==> config.mk <==
export PLATFORM = sky130hd
export DESIGN_NAME = cfg_hdr_regs
export DESIGN_NICKNAME = d
export VERILOG_FILES = /design/src/rtl/cfg_hdr_pkg.sv /design/src/rtl/cfg_cmd_reg.sv /design/src/rtl/cfg_sts_reg.sv /design/src/rtl/cfg_rd_mux.sv /design/src/rtl/cfg_hdr_regs.sv
export SDC_FILE = /design/constraint.sdc
export NUM_CORES = 1
export LEC_CHECK = 0
export ABC_CLOCK_PERIOD_IN_PS = 1700
export BUFFER_PORTS_ARGS = -buffer_cell sky130_fd_sc_hd__buf_4
export CAP_MARGIN = 15
export CELL_PAD_IN_SITES_DETAIL_PLACEMENT = 1
export CELL_PAD_IN_SITES_GLOBAL_PLACEMENT = 1
export CORE_MARGIN = 10
export CORE_UTILIZATION = 21
export CTS_CLUSTER_DIAMETER = 40
export CTS_CLUSTER_SIZE = 10
export DETAILED_ROUTE_END_ITERATION = 10
export PLACE_DENSITY = 0.78
export SLEW_MARGIN = 10
export SYNTH_ARGS = -nofsm -noshare
export SYNTH_HDL_FRONTEND = slang
export SYNTH_SLANG_ARGS = --single-unit
export TNS_END_PERCENT = 20
==> constraint.sdc <==
create_clock -name clk -period 1.7 [get_ports clk]
set_clock_uncertainty 0.2 [all_clocks]
set_input_delay 0 -clock clk [delete_from_list [all_inputs] [get_ports clk]]
set_output_delay 0 -clock clk [all_outputs]
set_load 0.05 [all_outputs]
==> src/rtl/cfg_hdr_pkg.sv <==
`timescale 1ns/1ps
// Shared bit positions and dword indexes for the configuration header block.
package cfg_hdr_pkg;
    localparam int CMD_BME_BIT    = 2;
    localparam int CMD_INTDIS_BIT = 10;
    localparam int STS_IRQ_BIT    = 3;
    localparam int STS_CAPL_BIT   = 4;
    localparam int STS_ERR_LSB    = 11;
    localparam int ERR_CNT        = 5;

    // Command bits software may change when bus mastering is supported
    localparam logic [15:0] CMD_RW_MASK = 16'h0547;

    localparam int DW_IDENT  = 0;
    localparam int DW_CMDSTS = 1;
    localparam int DW_CLASS  = 2;

    typedef logic [15:0] hreg_t;
endpackage

==> src/rtl/cfg_cmd_reg.sv <==
`timescale 1ns/1ps
// Command register: two byte lanes, each bit writable only where WMASK is set.
// Assumes wr_en is already qualified by strobe, write flag and address.
module cfg_cmd_reg
    import cfg_hdr_pkg::*;
#(
    parameter logic [15:0] WMASK = CMD_RW_MASK
) (
    input  logic       clk,
    input  logic       rst_n,
    input  logic       wr_en,
    input  logic [1:0] wr_be,
    input  hreg_t      wr_data,
    output hreg_t      cmd_q
);
    for (genvar b = 0; b < 2; b++) begin : g_lane
        localparam logic [7:0] LMASK = WMASK[b*8 +: 8];
        logic [7:0] lane_q;

        // Update the writable bits of this lane when its byte enable is set
        always_ff @(posedge clk) begin
            if (!rst_n)
                lane_q <= '0;
            else if (wr_en && wr_be[b])
                lane_q <= (lane_q & ~LMASK) | (wr_data[b*8 +: 8] & LMASK);
        end

        assign cmd_q[b*8 +: 8] = lane_q;
    end
endmodule

==> src/rtl/cfg_sts_reg.sv <==
`timescale 1ns/1ps
// Status register: sampled interrupt request, constant capability-list flag,
// and sticky error flags (event sets, write-1 clears, set wins).
// Assumes err_evt pulses are synchronous to clk.
module cfg_sts_reg
    import cfg_hdr_pkg::*;
#(
    parameter bit CAP_LIST = 1'b1
) (
    input  logic               clk,
    input  logic               rst_n,
    input  logic               irq_req,
    input  logic [ERR_CNT-1:0] err_evt,
    input  logic               clr_en,
    input  logic [ERR_CNT-1:0] clr_bits,
    output hreg_t              sts_q,
    output logic               irq_q
);
    logic [ERR_CNT-1:0] err_vec;

    // Sample the interrupt request once per cycle
    always_ff @(posedge clk) begin
        if (!rst_n) irq_q <= 1'b0;
        else        irq_q <= irq_req;
    end

    for (genvar i = 0; i < ERR_CNT; i++) begin : g_err
        logic flag_q;

        // Sticky flag: event sets, write-1 clears, event has priority
        always_ff @(posedge clk) begin
            if (!rst_n)                    flag_q <= 1'b0;
            else if (err_evt[i])           flag_q <= 1'b1;
            else if (clr_en && clr_bits[i]) flag_q <= 1'b0;
        end

        assign err_vec[i] = flag_q;
    end

    // Assemble the 16-bit Status view
    always_comb begin
        sts_q                          = '0;
        sts_q[STS_IRQ_BIT]             = irq_q;
        sts_q[STS_CAPL_BIT]            = CAP_LIST;
        sts_q[STS_ERR_LSB +: ERR_CNT]  = err_vec;
    end
endmodule

==> src/rtl/cfg_rd_mux.sv <==
`timescale 1ns/1ps
// Read data selection by dword address; unimplemented dwords and idle
// cycles return zero. Purely combinational.
module cfg_rd_mux
    import cfg_hdr_pkg::*;
#(
    parameter int          ADDR_W      = 4,
    parameter logic [15:0] VENDOR_ID   = 16'hC0DE,
    parameter logic [15:0] DEVICE_ID   = 16'h0A51,
    parameter logic [23:0] CLASS_CODE  = 24'h058000,
    parameter logic [7:0]  REVISION_ID = 8'h03
) (
    input  logic              rd_en,
    input  logic [ADDR_W-1:0] addr,
    input  hreg_t             cmd,
    input  hreg_t             sts,
    output logic [31:0]       rdata
);
    // Select the addressed dword
    always_comb begin
        rdata = '0;
        if (rd_en) begin
            case (addr)
                ADDR_W'(DW_IDENT):  rdata = {DEVICE_ID, VENDOR_ID};
                ADDR_W'(DW_CMDSTS): rdata = {sts, cmd};
                ADDR_W'(DW_CLASS):  rdata = {CLASS_CODE, REVISION_ID};
                default:            rdata = '0;
            endcase
        end
    end
endmodule

==> src/rtl/cfg_hdr_regs.sv <==
`timescale 1ns/1ps
// Configuration header command/status register file for one endpoint
// function. Decodes the access port, holds Command and Status, and drives
// the bus-master-enable and level interrupt outputs.
// Assumes a single clock domain and ADDR_W >= 2.
module cfg_hdr_regs
    import cfg_hdr_pkg::*;
#(
    parameter int          ADDR_W      = 4,
    parameter logic [15:0] VENDOR_ID   = 16'hC0DE,
    parameter logic [15:0] DEVICE_ID   = 16'h0A51,
    parameter logic [23:0] CLASS_CODE  = 24'h058000,
    parameter logic [7:0]  REVISION_ID = 8'h03,
    parameter bit          BM_CAPABLE  = 1'b1,
    parameter bit          CAP_LIST    = 1'b1
) (
    input  logic              clk,
    input  logic              rst_n,
    input  logic              acc_valid,
    input  logic              acc_write,
    input  logic [ADDR_W-1:0] acc_addr,
    input  logic [3:0]        acc_be,
    input  logic [31:0]       acc_wdata,
    output logic [31:0]       acc_rdata,
    input  logic              irq_req,
    input  logic [ERR_CNT-1:0] err_evt,
    output logic              bus_master_en,
    output logic              intx_out
);
    localparam logic [15:0] BME_DROP  = BM_CAPABLE ? 16'h0000 : (16'h1 << CMD_BME_BIT);
    localparam logic [15:0] CMD_WMASK = CMD_RW_MASK & ~BME_DROP;

    hreg_t cmd_q;
    hreg_t sts_q;
    logic  irq_q;
    logic  wr_cs;
    logic  rd_en;
    logic  unused_wr_bits;

    // Decode a write to the Command/Status dword and a read strobe
    always_comb begin
        wr_cs = acc_valid && acc_write && (acc_addr == ADDR_W'(DW_CMDSTS));
        rd_en = acc_valid && !acc_write;
    end

    // Byte lane 2 carries only read-only Status bits
    assign unused_wr_bits = ^{acc_be[2], acc_wdata[26:16]};

    cfg_cmd_reg #(.WMASK(CMD_WMASK)) u_cmd (
        .clk     (clk),
        .rst_n   (rst_n),
        .wr_en   (wr_cs),
        .wr_be   (acc_be[1:0]),
        .wr_data (acc_wdata[15:0]),
        .cmd_q   (cmd_q)
    );

    cfg_sts_reg #(.CAP_LIST(CAP_LIST)) u_sts (
        .clk      (clk),
        .rst_n    (rst_n),
        .irq_req  (irq_req),
        .err_evt  (err_evt),
        .clr_en   (wr_cs && acc_be[3]),
        .clr_bits (acc_wdata[16+STS_ERR_LSB +: ERR_CNT]),
        .sts_q    (sts_q),
        .irq_q    (irq_q)
    );

    cfg_rd_mux #(
        .ADDR_W      (ADDR_W),
        .VENDOR_ID   (VENDOR_ID),
        .DEVICE_ID   (DEVICE_ID),
        .CLASS_CODE  (CLASS_CODE),
        .REVISION_ID (REVISION_ID)
    ) u_rd (
        .rd_en (rd_en),
        .addr  (acc_addr),
        .cmd   (cmd_q),
        .sts   (sts_q),
        .rdata (acc_rdata)
    );

    // Drive the function-level outputs from register state
    always_comb begin
        bus_master_en = cmd_q[CMD_BME_BIT];
        intx_out      = irq_q && !cmd_q[CMD_INTDIS_BIT];
    end
endmodule

# Word-level counts from Yosys, hierarchy flattened

Index checks and enable logic that the tools add are counted.

Register bits after elaboration: 22
Bits of input ports: 50
Output and inout port bits: 34
Logic and storage cells: 44

Bitwise logic cells: 2
Reductions and logical operators: 20
Multiplexer cells: 12
Equal/unequal tests: 2

Operators with widths:

| cell                                                             | count |
|---|---|
| 32-bit case mux with 3 select lines                              | 1 |
| 32-bit two-way mux                                               | 1 |
| 1-bit logical AND                                                | 12 |
| 1-bit two-way mux                                                | 10 |
| 2-bit nonzero test                                               | 5 |
| 8-bit by 3-bit bitwise OR with 8-bit output                      | 1 |
| 8-bit by 7-bit bitwise OR with 8-bit output                      | 1 |
| 4-bit by 1-bit == test with 1-bit output (second input constant) | 1 |
| 4-bit by 2-bit == test with 1-bit output (second input constant) | 1 |
| 4-bit logical NOT                                                | 1 |
| 1-bit logical NOT                                                | 2 |

# Longest topological paths before layout

Gate-level depths: netlist of run 1.

Word-level depth: 6
Mapped depth: 5
Mapped depth without buffers: 3

# Hierarchy

From an unflattened synthesis of run 1, not the netlist that was laid out.

Cell total of the unflattened synthesis: 157
Area total of the unflattened synthesis: 1106.1 um^2

By module, submodules not included:

| module       | seq. area each (um^2) | cells an instance | times used | area each (um^2) |
|---|---|---|---|---|
| cfg_rd_mux   | 0.0                   | 74                | 1          | 406.6 |
| cfg_sts_reg  | 120.1                 | 40                | 1          | 330.3 |
| cfg_cmd_reg  | 120.1                 | 38                | 1          | 326.6 |
| cfg_hdr_regs | 0.0                   | 5                 | 1          | 42.5 |

# Worst setup path after synthesis of run 1

No wires, ideal clock.

Kind: in2out
Start: input acc_write
End: output acc_rdata[0]
Path buffers: 0
Required time: 1.500 ns
Arrival: 2.309 ns
Setup slack: -0.809 ns
Stages: 3
Path through: or4b_4 -> nor3b_1 -> a21o_1

Cells in the longest elaborated chain, start to end: 3

Ends and longest elaborated chain:

| item               | RTL line           | RTL |
|---|---|---|
| start: declaration | cfg_hdr_regs.sv:20 | `input logic acc_write,` |
| 1-bit logical NOT  | cfg_hdr_regs.sv:43 | `rd_en = acc_valid && !acc_write;` |
| 1-bit logical AND  | cfg_hdr_regs.sv:43 |  |
| 32-bit two-way mux | cfg_rd_mux.sv:22   | `if (rd_en) begin` |
| end: declaration   | cfg_hdr_regs.sv:24 | `output logic [31:0] acc_rdata,` |

Every way passes these cells.

==> impl_metrics.env, run 1 <==
export IMPL_cts_inserted_buffers=3
export IMPL_yosys_area_top_type="sky130_fd_sc_hd__dfxtp_1"
export IMPL_path_common_cell="sky130_fd_sc_hd__dlygate4sd3_1"
export IMPL_cts_root_buf="sky130_fd_sc_hd__clkbuf_8"
export IMPL_start_util=0.216
export IMPL_internal_power_mw=0.602
export IMPL_fmax_ghz=0.636
export IMPL_die_height_um=81.1
export IMPL_final_critical_path_setup_slack_ns=0.128
export IMPL_syn_avg_cell_area_um2=7.99
export IMPL_grt_antenna_before_repair=0
export IMPL_totalWireLength_um=2960
export IMPL_outcome="finished clean"
export IMPL_path_max_fanout=18
export IMPL_synthesis_yosys_warnings=0
export IMPL_finalInstanceArea_um2=1460
export IMPL_antenna_cells_inserted=0
export IMPL_period_needed_ns=1.57
export IMPL_cts_path_max_buffers=2
export IMPL_total_chip_power_mw=0.830
export IMPL_crit_path_slowest_cell="sky130_fd_sc_hd__dlygate4sd3_1"
export IMPL_most_common_layout_cells="sky130_fd_sc_hd__buf_4, sky130_fd_sc_hd__dlygate4sd3_1, sky130_fd_sc_hd__nand2_1, sky130_fd_sc_hd__dfxtp_1"
export IMPL_p_per_area_nw_per_um2=568
export IMPL_synth_cell_area_um2=783
export IMPL_numPortBuffers=53
export IMPL_worst_ep_required_time_ns=1.69
export IMPL_holdCritPathClass="in -> reg"
export IMPL_sequentialPowerShare=0.357
export IMPL_numPlacedInstances=185
export IMPL_grt_max_degree=19
export IMPL_dr_vias=878
export IMPL_finish_net_count=218
export IMPL_power_switching_share=0.275
export IMPL_setup_reg_to_reg_worst_slack_ns=0.28
export IMPL_drive_above_1_share=0.407
export IMPL_cts_tree="yes"
export IMPL_path_cells="dlygate4sd3_1 > buf_6 > o21ai_0 > a31oi_1 > dlygate4sd3_1"
export IMPL_final_antenna_net_count=0
export IMPL_worst_setup_slack_post_dpl_ns=0.0596
export IMPL_gr_usage_all_layers=0.0869
export IMPL_number_of_remaining_drc_errors=0
export IMPL_worst_path_buf_inv=3
export IMPL_die_area_um2=6570
export IMPL_slew_viols_final=0
export IMPL_final_common_cell="sky130_fd_sc_hd__buf_4"
export IMPL_layoutNonFillerInstCount=215
export IMPL_worst_setup_path_start_kind="primary input"
export IMPL_ys_seq_elements=12
export IMPL_hold_path_cell_count=3
export IMPL_placementRows=22
export IMPL_drt_pass1_iter_count=2
export IMPL_worst_r2r_cell_count=3
export IMPL_share_of_power_burned_in_the_clock_network=0.384
export IMPL_finalCritPeriodShare=0.924
export IMPL_seq_area_frac_synth=0.307
export IMPL_io_pins=84
export IMPL_final_hold_violation_count=0
export IMPL_syn_inst=98
export IMPL_number_of_global_route_vias_before_repair=940
export IMPL_clock_tree_htree_level_count=1
export IMPL_synthTopCellsByArea="sky130_fd_sc_hd__dfxtp_1, sky130_fd_sc_hd__buf_4, sky130_fd_sc_hd__mux2i_1"
export IMPL_number_of_drc_markers_in_iteration_0=6
export IMPL_fin_worst_hold_slack_ns=0.0757
export IMPL_postPlaceCellArea_um2=1140
export IMPL_hold_path_endpoint="u_cmd.g_lane[0].lane_q[0]"
export IMPL_synth_cell_type_count=25
export IMPL_hpwl_um=2300
export IMPL_routabilityCongestion=0.773
export IMPL_timing_final_setup_violations=0
export IMPL_wire_per_inst_um=13.8
export IMPL_grt_pass1_wl_um=4570
export IMPL_grt_overflow=0
export IMPL_critical_path_reg2reg_startpoint="u_sts.g_err[4].flag_q"
export IMPL_synthToLayoutAreaGrowth_pct=86.4
export IMPL_synth_top_area_share=0.307
export IMPL_worstSkewPairLatency_ns=0.24
export IMPL_clock_sinks=12
export IMPL_power_switching_mw=0.228
export IMPL_critical_path_arrival_ns=1.56
export IMPL_timing_critical_path_max_delay_family="buffers and inverters"
export IMPL_critPathCaptureType="flop"
export IMPL_cts_reportedPaths_clkPinSlew_ns=0.06
export IMPL_power_ir_vdd_worst_mv=0.300
export IMPL_hp_start="acc_be[0]"
export IMPL_maxCapViolations=0
export IMPL_die_w_um=81.1
export IMPL_rsz_0062_raised_after_global_routing="no"
export IMPL_power_frac_comb=0.260
export IMPL_crit_reg2reg_capture="u_sts.g_err[4].flag_q"
export IMPL_path_class="in -> reg"
export IMPL_critPathMaxStageDelay_ns=0.57
export IMPL_fp_coreArea_um2=3630
export IMPL_p_leak_nw=0.713
export IMPL_route_detailed_vias_per_inst=4.08
-- routing by layer --
metal  vias up  global-route usage  wire, µm
met2        38               0.166      1590
met3         0              0.0364       310
li1        427                   -         -
met4         0              0.0156         0
met5         -                   0         0
met1       413              0.0859      1060
-- registers in the layout, indices dropped and copies added, names as in the netlist --
name / flops
u_cmd.g_lane.lane_q: 6
u_sts.irq_q: 1
u_sts.g_err.flag_q: 5
-- final cells by class --
class / count / area, µm²
multi-input combinational: 62 / 402
timing repair buffer: 80 / 669
inverter: 9 / 33.8
sequential: 12 / 240
fill: 447 / 2170
tap: 48 / 60.1
clock buffer: 4 / 55.1
-- power by group through the flow --
stage,clock (mW),combinational (mW),sequential (mW)
2_1_floorplan,0,0.114,0.301
3_3_place_gp,0,0.161,0.302
3_5_place_dp,0,0.165,0.302
4_1_cts,0.323,0.214,0.296
5_1_grt,0.332,0.233,0.297
6_report,0.318,0.216,0.296
-- worst max path at each step --
stage,slack [ns],depth (start not counted),start,end
CTS,0.05,6,acc_addr[0],u_sts.g_err[1].flag_q
finish,0.13,5,rst_n,u_sts.g_err[4].flag_q
floorplan,-0.17,5,acc_write,acc_rdata[22]
global route,0.03,6,acc_addr[0],u_sts.g_err[1].flag_q
global placement,0.09,5,acc_write,acc_rdata[16]
detailed placement,0.06,5,acc_write,acc_rdata[25]
-- Yosys cell counts (all sizes together) --
master,number
inv,9
nand2,12
mux2i,6
or2,1
buf,19
a31oi,5
o21ai,5
and3b,1
clkbuf,3
nor3b,1
and2,9
conb,1
a21o,1
and3,3
nor2,2
nor2b,1
nor4b,1
nand2b,1
a21oi,4
dfxtp,12
or4b,1
-- timing repair --
| action | in CTS | in global routing |
|---|---|---|
| hold buffers | 26 | 0 |
| buffers inserted | 0 | 0 |
| endpoints found under the hold margin | 12 | 0 |
| resized for setup | 0 | 3 |
| setup endpoints to repair | 0 | 8 |
-- metrics by stage --
stage	TNS (ns)	util
3_5_place_dp	0	0.313
5_1_grt	0	0.402
4_1_cts	0	0.400
6_report	0	0.402
3_3_place_gp	0	0.313
2_1_floorplan	-0.386	-
-- logic make-up after synthesis --
group,after synthesis,synth area share
other,1,0.00479
AOI/OAI and AO/OA,15,0.121
buffers and inverters,31,0.240
DFF,12,0.307
and+or+nand+nor,33,0.251
muxes,6,0.0767
-- worst reg2reg max path, delay by kind of cell, from the launching register on --
family | cells | cell delay, ns
buf+inv | 1 | 0.56
compound gates | 2 | 0.24
flops | 1 | 0.31
No activity file was read; power rests on OpenSTA's default activity.
==> inputs of run 2 (changes only) <==
--- a/config.mk
+++ b/config.mk
@@ -5,17 +5,17 @@
 export SDC_FILE = /design/constraint.sdc
 export NUM_CORES = 1
 export LEC_CHECK = 0
+export ABC_AREA = 1
 export ABC_CLOCK_PERIOD_IN_PS = 1700
 export BUFFER_PORTS_ARGS = -buffer_cell sky130_fd_sc_hd__buf_4
 export CAP_MARGIN = 15
 export CELL_PAD_IN_SITES_DETAIL_PLACEMENT = 1
 export CELL_PAD_IN_SITES_GLOBAL_PLACEMENT = 1
 export CORE_MARGIN = 10
-export CORE_UTILIZATION = 21
-export CTS_CLUSTER_DIAMETER = 40
+export CORE_UTILIZATION = 20
 export CTS_CLUSTER_SIZE = 10
 export DETAILED_ROUTE_END_ITERATION = 10
-export PLACE_DENSITY = 0.78
+export PLACE_DENSITY = 0.79
 export SLEW_MARGIN = 10
 export SYNTH_ARGS = -nofsm -noshare
 export SYNTH_HDL_FRONTEND = slang
==> run 2 against run 1 <==
Effect of this change:
- worst setup slack gained 0.023 ns
- register-to-register slack gained 0.10 ns
- synthesized cell count grew 24%
- maximum frequency grew 1.5%
- flip-flop and latch count is the same
- via count grew 10%
- highest routed layer is now met4
- sequential power is essentially flat
- non-clock buffer count shrank 1
- global-route usage grew 0.45 points
- cell count grew 13%
==> impl_metrics.env, run 2 <==
export IMPL_timing_final_setup_violations=0
export IMPL_outcome="finished clean"
export IMPL_registers_top_by_ff_count="u_cmd.g_lane.lane_q"
export IMPL_clock_sinks=12
export IMPL_worst_r2r_cell_count=3
export IMPL_number_of_drc_markers_in_iteration_0=31
export IMPL_maxCapViolations=0
export IMPL_power_ir_vdd_worst_mv=0.362
export IMPL_largest_register_ffs=6
export IMPL_syn_avg_cell_area_um2=6.27
export IMPL_sequentialPowerShare=0.354
export IMPL_cts_tree="yes"
export IMPL_numPlacedInstances=214
export IMPL_crit_path_slowest_cell="sky130_fd_sc_hd__dlygate4sd3_1"
export IMPL_synthToLayoutAreaGrowth_pct=89.2
export IMPL_die_area_um2=6700
export IMPL_hold_path_cell_count=8
export IMPL_path_common_cell="sky130_fd_sc_hd__dlygate4sd3_1"
export IMPL_final_antenna_net_count=0
export IMPL_cts_reportedPaths_clkPinSlew_ns=0.06
export IMPL_final_common_cell="sky130_fd_sc_hd__buf_4"
export IMPL_seq_area_frac_synth=0.314
export IMPL_async_flop_share=0
export IMPL_synthTopCellsByCount="sky130_fd_sc_hd__nor2_1, sky130_fd_sc_hd__inv_1, sky130_fd_sc_hd__buf_4, sky130_fd_sc_hd__nand2_1, sky130_fd_sc_hd__dfxtp_1"
export IMPL_path_max_fanout=3
export IMPL_synth_top_area_share=0.314
export IMPL_grt_max_degree=9
export IMPL_critPathMaxStageDelay_ns=0.57
export IMPL_synth_cell_area_um2=764
export IMPL_yosys_area_top_type="sky130_fd_sc_hd__dfxtp_1"
export IMPL_worst_setup_slack_post_dpl_ns=0.384
export IMPL_hpwl_um=2350
export IMPL_layout_filler_cells=487
export IMPL_path_class="in -> reg"
export IMPL_number_of_global_route_vias_before_repair=1060
export IMPL_layoutNonFillerInstCount=244
export IMPL_clock_tree_htree_level_count=1
export IMPL_drt_pass1_iter_count=4
export IMPL_most_common_layout_cells="sky130_fd_sc_hd__buf_4, sky130_fd_sc_hd__nor2_1, sky130_fd_sc_hd__dlygate4sd3_1, sky130_fd_sc_hd__inv_1, sky130_fd_sc_hd__nand2_1"
export IMPL_worstSkewPairLatency_ns=0.24
export IMPL_holdCritPathClass="in -> reg"
export IMPL_syn_inst=122
export IMPL_setup_reg_to_reg_worst_slack_ns=0.38
export IMPL_hp_start="acc_addr[1]"
export IMPL_total_chip_power_mw=0.839
export IMPL_synthTopCellsByArea="sky130_fd_sc_hd__dfxtp_1, sky130_fd_sc_hd__buf_4, sky130_fd_sc_hd__nor2_1"
export IMPL_fp_coreArea_um2=3690
export IMPL_internal_power_mw=0.601
export IMPL_synthesis_yosys_warnings=0
export IMPL_hold_path_endpoint="u_cmd.g_lane[0].lane_q[6]"
export IMPL_critical_path_arrival_ns=1.49
export IMPL_number_of_remaining_drc_errors=0
export IMPL_routabilityCongestion=0.645
export IMPL_finish_net_count=247
export IMPL_grt_pass1_wl_um=4770
export IMPL_die_w_um=81.8
export IMPL_crit_reg2reg_capture="u_sts.g_err[3].flag_q"
export IMPL_start_util=0.207
export IMPL_route_detailed_vias_per_inst=3.98
export IMPL_synth_most_common_cell="sky130_fd_sc_hd__nor2_1"
export IMPL_final_hold_violation_count=0
export IMPL_power_frac_comb=0.266
export IMPL_final_critical_path_setup_slack_ns=0.151
export IMPL_multi_input_comb_area_um2=345
export IMPL_antenna_cells_inserted=0
export IMPL_wire_per_inst_um=12.5
export IMPL_share_of_power_burned_in_the_clock_network=0.380
export IMPL_totalNegativeSetupSlack_ns=0
export IMPL_post_cts_resized=0
export IMPL_grt_antenna_before_repair=0
export IMPL_fin_worst_hold_slack_ns=0.139
export IMPL_p_leak_nw=0.752
export IMPL_critPathCaptureType="flop"
export IMPL_gr_usage_all_layers=0.0915
export IMPL_cts_inserted_buffers=3
export IMPL_finalCritPeriodShare=0.911
export IMPL_worst_ep_required_time_ns=1.65
export IMPL_io_pins=84
export IMPL_grt_overflow=0
export IMPL_ys_flop_type="sky130_fd_sc_hd__dfxtp_1"
export IMPL_critical_path_reg2reg_startpoint="u_sts.g_err[3].flag_q"
export IMPL_dr_vias=970
export IMPL_period_needed_ns=1.55
export IMPL_drive_above_1_share=0.337
export IMPL_numPortBuffers=53
export IMPL_totalWireLength_um=3050
export IMPL_synth_cell_type_count=17
export IMPL_number_of_synthesized_flops_with_an_enable_pin=0
export IMPL_path_cells="dlygate4sd3_1 > buf_4 > nand2_1 > o21ai_0 > dlygate4sd3_1 > nor2_1"
export IMPL_cts_path_max_buffers=2
export IMPL_regArea_um2=240
export IMPL_cts_root_buf="sky130_fd_sc_hd__clkbuf_8"
export IMPL_ys_seq_elements=12
export IMPL_power_switching_mw=0.239
export IMPL_die_height_um=81.8
export IMPL_largestRegisters="u_cmd.g_lane.lane_q x6, u_sts.g_err.flag_q x5, u_sts.irq_q x1"
export IMPL_worst_setup_path_start_kind="primary input"
export IMPL_placementRows=22
export IMPL_p_per_area_nw_per_um2=580
export IMPL_rsz_0062_raised_after_global_routing="no"
export IMPL_power_switching_share=0.284
export IMPL_fmax_ghz=0.646
export IMPL_slew_viols_final=0
[run 2: cell type report]
cell class / instances / area share
repair buffers: 79 / 0.455
well taps: 48 / 0.0415
flip-flops and latches: 12 / 0.166
clock buffers: 4 / 0.0381
multi-input cells: 78 / 0.239
inverters: 23 / 0.0606
[run 2: kinds of logic after synthesis]
kind of cell	Yosys count	synth area share
buffers and inverters	39	0.272
AND/OR/NAND/NOR	58	0.331
other	1	0.00491
flip-flops	12	0.314
AO/OA/AOI/OAI	12	0.0785
[run 2: worst max-delay path, delay by kind of cell]
family | cells | cell delay (ns)
and+or+nand+nor | 2 | 0.12
buffers and inverters | 3 | 1.20
AOI/OAI and AO/OA | 1 | 0.18
[run 2: what timing repair did]
action / in CTS / in global routing
setup buffers: 0 / 0
hold buffers: 26 / 0
endpoints found under the hold margin: 12 / 0
[run 2: worst max path at each step]
stage / start / endpoint / slack, ns / cells after the start
floorplan: acc_addr[2] / acc_rdata[22] / 0.007 / 6
global placement: acc_addr[1] / acc_rdata[30] / 0.39 / 7
detailed placement: acc_addr[2] / acc_rdata[15] / 0.38 / 7
CTS: acc_be[0] / u_cmd.g_lane[0].lane_q[1] / 0.17 / 6
global route: acc_be[0] / u_cmd.g_lane[0].lane_q[2] / 0.07 / 6
finish: acc_be[1] / u_cmd.g_lane[1].lane_q[2] / 0.15 / 6
[run 2: metrics by stage]
stage	util	instance area [µm²]
after floorplan	-	793
after global placement	0.307	1130
after detailed placement	0.307	1130
after CTS	0.392	1450
after global routing	0.392	1450
final	0.392	1450
[run 2: per-layer routing]
layer	up-vias	GRT usage	routed length, µm
met5	-	0	0
met4	0	0.0408	47
met3	5	0.0328	269
met2	37	0.167	1550
met1	433	0.0909	1180
li1	495	-	-
[run 2: power by group through the flow]
stage	sequential, mW	clock, mW	combinational, mW
2_1_floorplan	0.303	0	0.116
5_1_grt	0.298	0.340	0.243
3_5_place_dp	0.303	0	0.172
4_1_cts	0.297	0.328	0.222
6_report	0.297	0.319	0.223
3_3_place_gp	0.303	0	0.169
==> inputs of run 3 (changes only) <==
==> constraint.sdc (replaced) <==
create_clock -name clk -period 1.7 [get_ports clk]
set_clock_uncertainty 0.2 [all_clocks]
set_input_delay 0.255 -clock clk [delete_from_list [all_inputs] [get_ports clk]]
set_output_delay 0.255 -clock clk [all_outputs]
set_load 0.05 [all_outputs]
==> run 3 against run 2 <==
Effect of this change:
- the run now ends with negative setup slack left
- non-clock buffer count is 21 lower
- combinational power is 14% lower
- clock power about the same
- cell count fell by 8.6%
- sequential share of layout area up 1.6 points
- largest cell class unchanged
- via count is 12% lower
- flip-flop and latch count is the same
- worst hold slack got worse by 0.088 ns
- first-iteration DRC count is 13% lower
- sequential power barely moved
- maximum frequency shrank 9.0%
==> impl_metrics.env, run 3 (same netlist as run 2, synthesis figures left out) <==
export IMPL_outcome="finished with violations"
export IMPL_violations_in_the_final_reports="negative setup slack"
export IMPL_antenna_cells_inserted=0
export IMPL_die_area_um2=6700
export IMPL_final_critical_path_setup_slack_ns=-0.00201
export IMPL_clock_sinks=12
export IMPL_p_per_area_nw_per_um2=611
export IMPL_critPathCaptureType="output port"
export IMPL_die_height_um=81.8
export IMPL_die_w_um=81.8
export IMPL_path_common_cell="sky130_fd_sc_hd__nand2_4"
export IMPL_path_class="in -> out"
export IMPL_worst_setup_path_start_kind="primary input"
export IMPL_path_cells="buf_8 > inv_4 > nand2_4 > nor3_4 > nand2_4 > nor2_4 > buf_6"
export IMPL_rsz_0062_raised_after_global_routing="yes"
export IMPL_critical_path_reg2reg_startpoint="u_sts.g_err[1].flag_q"
export IMPL_totalWireLength_um=2670
export IMPL_crit_reg2reg_capture="u_sts.g_err[1].flag_q"
export IMPL_start_util=0.207
export IMPL_fp_coreArea_um2=3690
export IMPL_timing_final_setup_violations=1
export IMPL_number_of_drc_markers_in_iteration_0=27
export IMPL_fmax_ghz=0.588
export IMPL_grt_pass1_wl_um=4040
export IMPL_path_max_fanout=6
export IMPL_number_of_global_route_vias_before_repair=890
export IMPL_worst_ep_required_time_ns=1.24
export IMPL_maxCapViolations=0
export IMPL_slew_viols_final=0
export IMPL_cts_reportedPaths_clkPinSlew_ns=0.06
export IMPL_finish_net_count=226
export IMPL_cts_inserted_buffers=3
export IMPL_route_detailed_vias_per_inst=3.83
export IMPL_cts_path_max_buffers=2
export IMPL_launch_point_of_the_critical_path="acc_addr[3]"
export IMPL_worst_r2r_cell_count=2
export IMPL_wire_per_inst_um=12.0
export IMPL_synthToLayoutAreaGrowth_pct=72.5
export IMPL_p_leak_nw=0.691
export IMPL_layout_filler_cells=472
export IMPL_most_common_layout_cells="sky130_fd_sc_hd__buf_4, sky130_fd_sc_hd__nor2_1, sky130_fd_sc_hd__inv_1, sky130_fd_sc_hd__nand2_1, sky130_fd_sc_hd__dfxtp_1"
export IMPL_hpwl_um=2350
export IMPL_worst_setup_slack_post_dpl_ns=-0.117
export IMPL_routabilityCongestion=0.703
export IMPL_sequentialPowerShare=0.369
export IMPL_finalCritPeriodShare=1.00
export IMPL_largest_register_ffs=6
export IMPL_number_of_remaining_drc_errors=0
export IMPL_numPortBuffers=53
export IMPL_timing_critical_path_max_delay_family="simple AND/OR/NAND/NOR gates"
export IMPL_holdCritPathClass="in -> reg"
export IMPL_clock_tree_htree_level_count=1
export IMPL_final_common_cell="sky130_fd_sc_hd__buf_4"
export IMPL_setup_reg_to_reg_worst_slack_ns=0.90
export IMPL_power_frac_comb=0.239
export IMPL_share_of_power_burned_in_the_clock_network=0.392
export IMPL_critPathMaxStageDelay_ns=0.25
export IMPL_multi_input_comb_area_um2=384
export IMPL_hold_path_cell_count=3
export IMPL_total_chip_power_mw=0.806
export IMPL_regArea_um2=240
export IMPL_period_needed_ns=1.70
export IMPL_power_ir_vdd_worst_mv=0.342
export IMPL_worst_path_buf_inv=3
export IMPL_cts_root_buf="sky130_fd_sc_hd__clkbuf_8"
export IMPL_worstSkewPairLatency_ns=0.24
export IMPL_drt_pass1_iter_count=3
export IMPL_hp_start="rst_n"
export IMPL_gr_usage_all_layers=0.0780
export IMPL_largestRegisters="u_cmd.g_lane.lane_q x6, u_sts.g_err.flag_q x5, u_sts.irq_q x1"
export IMPL_placementRows=22
export IMPL_drive_above_1_share=0.440
export IMPL_grt_overflow=0
export IMPL_critical_path_arrival_ns=1.25
export IMPL_power_switching_share=0.290
export IMPL_grt_max_degree=9
export IMPL_final_antenna_net_count=0
export IMPL_internal_power_mw=0.572
export IMPL_dr_vias=853
export IMPL_hold_path_endpoint="u_sts.irq_q"
export IMPL_final_hold_violation_count=0
export IMPL_crit_path_slowest_cell="sky130_fd_sc_hd__nor2_4"
export IMPL_power_switching_mw=0.234
export IMPL_grt_antenna_before_repair=0
export IMPL_cts_tree="yes"
export IMPL_registers_top_by_ff_count="u_cmd.g_lane.lane_q"
export IMPL_io_pins=84
[run 3: changes by cell type in the layout (fill, tap and decap cells not counted), sizes merged]
cell,delta
dlygate4sd3,-25
buf,+4
[run 3: area by class of cell]
type,count,share of cell area
Timing Repair Buffer,58,0.369
Clock buffer,4,0.0417
Inverter,23,0.0702
Tap cell,48,0.0455
Sequential cell,12,0.182
Multi-Input combinational cell,78,0.291
[run 3: repair_timing]
item                                    CTS  global route
hold endpoints to repair                  1             0
endpoints found under the setup margin   13            23
pin swaps                                 1             4
setup buffers                             0             1
gates resized for setup                   2            21
hold buffers                              1             0
[run 3: layer usage]
| metal | share of wire | GRT usage |
|---|---|---|
| met2 | 0.51 | 0.139 |
| met5 | 0 | 0 |
| met4 | 0.017 | 0.0357 |
| met1 | 0.36 | 0.0750 |
| met3 | 0.11 | 0.0371 |
[run 3: tightest hold or removal path, delay by kind of cell]
kind | cells | cell delay [ns]
buf+inv | 2 | 0.17
simple gates | 1 | 0.05
[run 3: how the worst max path moves through the flow]
stage	slack, ns	to	cells after the start
after floorplan	-0.18	acc_rdata[27]	5
after global routing	-0.06	acc_rdata[15]	7
after detailed placement	-0.12	acc_rdata[14]	7
final	-0.002	acc_rdata[15]	7
after CTS	-0.03	acc_rdata[14]	7
after global placement	-0.09	acc_rdata[7]	7
[run 3: power groups by stage]
stage          clock [mW]  combinational (mW)  sequential (mW)
3_5_place_dp            0               0.177            0.304
6_report            0.316               0.192            0.297
2_1_floorplan           0               0.117            0.303
5_1_grt             0.338               0.208            0.298
3_3_place_gp            0               0.175            0.303
4_1_cts             0.326               0.180            0.298
[run 3: through the flow]
step	util	hold slack [ns]	setup TNS [ns]	cells	cell area, µm²
after floorplan	-	0.148	-2.80	129	816
after global placement	0.317	0.239	-0.849	217	1170
after detailed placement	0.317	0.243	-1.11	217	1170
after CTS	0.336	0.0479	-0.146	222	1240
after global routing	0.358	0.0638	-0.266	223	1320
final	0.358	0.0504	-0.00201	223	1320
